==> config.mk <==
export PLATFORM = sky130hd
export DESIGN_NAME = regmode_cell
export DESIGN_NICKNAME = d
export VERILOG_FILES = /design/src/rtl/regmode_cell.sv
export SDC_FILE = /design/constraint.sdc
export NUM_CORES = 1
export LEC_CHECK = 0
export BUFFER_PORTS_ARGS = -buffer_cell sky130_fd_sc_hd__buf_2
export CAP_MARGIN = 20
export CORE_ASPECT_RATIO = 1.1
export CORE_MARGIN = 4
export CORE_UTILIZATION = 23
export CTS_BUF_LIST = sky130_fd_sc_hd__clkbuf_4 sky130_fd_sc_hd__clkbuf_8
export CTS_CLUSTER_SIZE = 20
export DETAILED_ROUTE_END_ITERATION = 10
export PLACE_DENSITY = 0.68
export SYNTH_ARGS = -nofsm -noshare
export SYNTH_HDL_FRONTEND = slang
export SYNTH_SLANG_ARGS = --single-unit
==> constraint.sdc <==
create_clock -name clk -period 1.45 [get_ports clk]
set_clock_uncertainty 0.1 [all_clocks]
set_input_delay 0.0725 -clock clk [delete_from_list [all_inputs] [get_ports clk]]
set_output_delay 0.0725 -clock clk [all_outputs]
set_load 0.01 [all_outputs]
==> src/rtl/regmode_cell.sv <==
module regmode_cell #(
  parameter int N_IN = 8,
  parameter int N_PT = 8
) (
  input  logic                   clk,
  input  logic                   rst,
  input  logic                   cfg_sync,
  input  logic                   cfg_ac0,
  input  logic                   cfg_ac1,
  input  logic                   cfg_xor,
  input  logic [N_PT*2*N_IN-1:0] fuse_mask,
  input  logic [N_PT-1:0]        pt_dis,
  input  logic                   common_oe_n,
  input  logic [N_IN-1:0]        arr_in,
  input  logic                   pin_in,
  output logic                   pin_out,
  output logic                   pin_oe,
  output logic                   fb
);
  localparam int TW   = 2 * N_IN;
  localparam int EN_T = N_PT - 1;

  logic [N_PT-1:0] pt;
  logic            q;
  logic            mode_ok;
  logic            sum_all;
  logic            sum_comb;
  logic            src;

  genvar t, i;
  generate
    for (t = 0; t < N_PT; t++) begin : g_term
      logic [TW-1:0]   m;
      logic [N_IN-1:0] kill;
      assign m = fuse_mask[t*TW +: TW];
      for (i = 0; i < N_IN; i++) begin : g_lit
        assign kill[i] = (m[2*i] & ~arr_in[i]) | (m[2*i+1] & arr_in[i]);
      end
      assign pt[t] = ~pt_dis[t] & ~(|kill);
    end
  endgenerate

  assign mode_ok  = ~cfg_sync & cfg_ac0;
  assign sum_all  = |pt;
  assign sum_comb = |pt[EN_T-1:0];

  always_ff @(posedge clk) begin
    if (rst) q <= 1'b0;
    else     q <= sum_all;
  end

  assign src     = cfg_ac1 ? sum_comb : q;
  assign pin_out = cfg_xor ? src : ~src;
  assign pin_oe  = mode_ok & (cfg_ac1 ? pt[EN_T] : ~common_oe_n);
  assign fb      = cfg_ac1 ? (pin_oe ? pin_out : pin_in) : q;
endmodule

; Yosys cells after proc, flatten, opt, wreduce, memory -nomap -nowiden
; Index checks and enable logic that the tools add are counted.
[word_totals]
wordCells = 245
rom_bits = 0
out_inout_bits = 3
regBits = 1
memories = 0
latch_bits = 0
inputBits = 152
ramBits = 0
[classes]
bitwise = 229
shift = 0
muxes = 5
div = 0
reduce_logical = 10
eq_ne = 0
n_addsub = 0
mul = 0
magnitude_cmp = 0
[ops]
columns = cell, n
row1 = $and A1 B1 Y1, 138
row2 = $reduce_or A8 Y1, 9
row3 = $or A1 B1 Y1, 64
row4 = $not A1 Y1, 27
row5 = $reduce_or A7 Y1, 1
row6 = $mux W1, 5

; Logic depth before layout (Yosys ltp)
[depth]
ltp_word = 12
depth_mapped = 7
depth_no_buf = 6

; Least setup slack after synthesis
; OpenSTA, ideal clock, no wires.
[synth_timing]
path_type = input to output
from = in arr_in[4]
to = out fb
t_required_ns = 1.278
cell_stages = 7
path_slack_ns = -0.020
path_buffers = 1
t_arrival_ns = 1.298
cell_sequence = buf_4 mux2i_1 nand4_1 nor3_1 or4_4 o2111ai_2 nand3_1
[synth_via]
elab_chain_cells = 12
word_cells_on_any_way = 57
[synth_rtl]
columns = element, line
row1 = "start, declared", 14  ; input logic [N_IN-1:0] arr_in,
row2 = $not A1 Y1, 37  ; assign kill[i] = (m[2*i] & ~arr_in[i]) | (m[2*i+1] & arr_in[i]);
row3 = $and A1 B1 Y1, 37
row4 = $or A1 B1 Y1, 37
row5 = $reduce_or A8 Y1, 39  ; assign pt[t] = ~pt_dis[t] & ~(|kill);
row6 = $not A1 Y1, 39
row7 = $and A1 B1 Y1, 39
row8 = $reduce_or A7 Y1, 45  ; assign sum_comb = |pt[EN_T-1:0];
row9 = $mux W1, 52  ; assign src = cfg_ac1 ? sum_comb : q;
row10 = $not A1 Y1, 53  ; assign pin_out = cfg_xor ? src : ~src;
row11 = $mux W1, 53
row12 = $mux W1 * (2 in a row), 55  ; assign fb = cfg_ac1 ? (pin_oe ? pin_out : pin_in) : q;
row13 = "end, declared", 18  ; output logic fb
; Every way passes the cells marked *; elsewhere a longest branch is shown, timed or not.

; Worst setup path in the final report
[layout_timing]
from = in arr_in[6]
to = out fb
; The elaborated chain is that of the path after synthesis.

==> flow_metrics.tcl <==
set metrics [dict create \
    maxCapViolCount 0 \
    fin_nets 427 \
    holdBufCountCts 0 \
    ys_ff_latch 1 \
    first_iter_violations 38 \
    power_uw 500.3 \
    synthesis.area_um2 1026 \
    start_util_pct 23.77 \
    crit_top_cell "buf_6" \
    fp.dieW_um 71.68 \
    num_antenna_cells 0 \
    grt_first_pass_wirelength_mm 7.265 \
    slew_viol_final 0 \
    drive_above_1_share_pct 64.84 \
    vias 1520 \
    synth-edff-count 0 \
    period_minus_slack_ns 1.659 \
    fp.dieH_um 78.05 \
    grt-ovfl-total 0 \
    synth_common_cells "64 x mux2i_1, 14 x nand4_1, 7 x nand2_1, 7 x nor3_1, 6 x buf_6" \
    avgSynthCellArea_um2 8.622 \
    synth_seq_area_share_pct 1.951 \
    crit_slowest_cell "or4_4" \
    tightest_slew_ns 0.3455 \
    setup_viol 3 \
    finalHoldViolCount 0 \
    crit_start "arr_in[6]" \
    synth_area_leaders "mux2i_1 62%, nand4_1 8.5%, buf_6 6.6%" \
    reg.largest.list "q: 1 flops" \
    grt_pass1_vias 1571 \
    yosys.area.top_type "mux2i_1" \
    cts.reportedPaths.clkPinSlew_ns 0 \
    path_class "in2out" \
    largest_reg_flops 1 \
    drtAntennaViolNets 0 \
    path_cells "buf_12 -> buf_6 -> mux2i_1 -> nand4_1 -> nor3_2 -> or4_4 -> o2111ai_2 -> nand3_2 -> buf_6" \
    grt_start_max_net_pins 9 \
    cpLargestDelayFamily "simple AND/OR/NAND/NOR gates" \
    hold_ws_ns 0.1397 \
    yosysWarningCount 0 \
    area_growth_pct 99.02 \
    hold_start "rst" \
    ys_types 19 \
    synthArstFlopShare_pct 0 \
    relSlewSlack_pct 76.75 \
    critPathLaunchType "primary input" \
    grt_setup_unrepaired "true" \
    ir_drop_mv 0.1625 \
    period_share_pct 114.4 \
    core_um2 4317 \
    io_buffers 154 \
    violations "setup timing" \
    drc 0 \
    worstHoldPathType "in2reg" \
    power_density_nw_per_um2 245.0 \
    critPathBufInv 3 \
    worstPathMaxFanout 8 \
    fmax_mhz 602.9 \
    hold_depth 2 \
    place_hpwl_mm 4.413 \
    fill_cells 439 \
    crit_required_ns 1.28 \
    layout_setup_ws_ns -0.2086 \
    largest_register "q" \
    cp.arrival_ns 1.49 \
    first_pass_iters 4 \
    synth-main-ff-cell "dfxtp_1" \
    cp_slowest_stage_delay_ns 0.49 \
    hold_end "q" \
    antenna_found_initial 0 \
    syn-num-nets 271 \
    leakage_nw 1.160 \
    grt_usage_pct 16.01 \
    end_kind "primary output" \
    avgViaCountPerCell 4.648 \
    die-area_um2 5595 \
    gp_congestion 0.7956 \
    netlist.area_leader.share_pct 62.44 \
    synth_most_common_cell "mux2i_1" \
    finalWirelength_mm 4.921 \
    syn_inst 119 \
    wl_per_cell_um 15.05 \
    rows 25 \
    io_pins 155 \
    status "finished with violations" \
]
==> layout make-up <==
class / instances / area [um^2] / area share, %
Tap cell: 54 / 67.56 / 3.309
Multi-Input combinational cell: 110 / 1012 / 49.57
Timing Repair Buffer: 162 / 942.2 / 46.14
Sequential cell: 1 / 20.02 / 0.9804
==> power breakdown <==
part	total, mW	switching, mW	internal, mW
clock	0	0	0
combinational	0.472	0.183	0.288
sequential	0.0286	0.000191	0.0284
total	0.500	0.184	0.317
==> how the worst max path moves through the flow <==
stage | endpoint | cells after the start
4_1_cts | pin_out | 8
6_report | fb | 9
3_5_place_dp | pin_out | 8
3_3_place_gp | pin_out | 8
2_1_floorplan | fb | 7
5_1_grt | pin_out | 8
==> through the flow <==
step	util [%]	instances	setup slack, ns	area [um^2]	TNS [ns]
after CTS	46.09	326	-0.2632	1989	-0.5468
after global routing	47.30	327	-0.2916	2042	-0.8332
after floorplan	-	119	-0.01039	1031	-0.01039
after global placement	42.61	326	-0.4593	1839	-1.204
after detailed placement	42.61	326	-0.4731	1839	-1.276
final	47.30	327	-0.2086	2042	-0.5217
==> timing repair <==
action / CTS / global route
endpoints found under the setup margin: 4 / 4
resized for setup: 35 / 9
pin swaps: 9 / 7
setup buffers: 0 / 1
==> metal layers <==
metal  track usage (%)  vias to the layer above  share of wire [%]
li1                  -                      786                  -
met1             18.04                      658                 35
met2             32.63                       76                 55
met3             2.305                        0                9.2
met4            0.1880                        0                  0
met5                 0                        -                  0
==> placed cells by master, fill, tap and decap left out <==
| cell type | n |
|---|---|
| nor3_4 | 1 |
| or3_4 | 1 |
| nand4_1 | 14 |
| dfxtp_1 | 1 |
| o2111ai_2 | 1 |
| nand3_2 | 1 |
| buf_12 | 5 |
| mux2i_1 | 64 |
| buf_2 | 145 |
| nor2_1 | 2 |
| nor4_1 | 1 |
| nor4_4 | 3 |
| a31oi_1 | 2 |
| nand2_1 | 7 |
| nor3b_1 | 1 |
| xnor2_1 | 1 |
| buf_4 | 6 |
| buf_8 | 1 |
| nor3_2 | 6 |
| a31o_2 | 1 |
| or4_4 | 1 |
| nor2b_1 | 3 |
| buf_6 | 5 |
==> cell families after synthesis <==
kind of cell	Yosys count	synth area share (%)
simple gates	41	23.17
mux	64	62.44
xor+xnor	1	0.8538
compound gates	4	3.536
flops	1	1.951
buf+inv	8	8.048
Note: power is estimated with default switching activity, not from simulation.
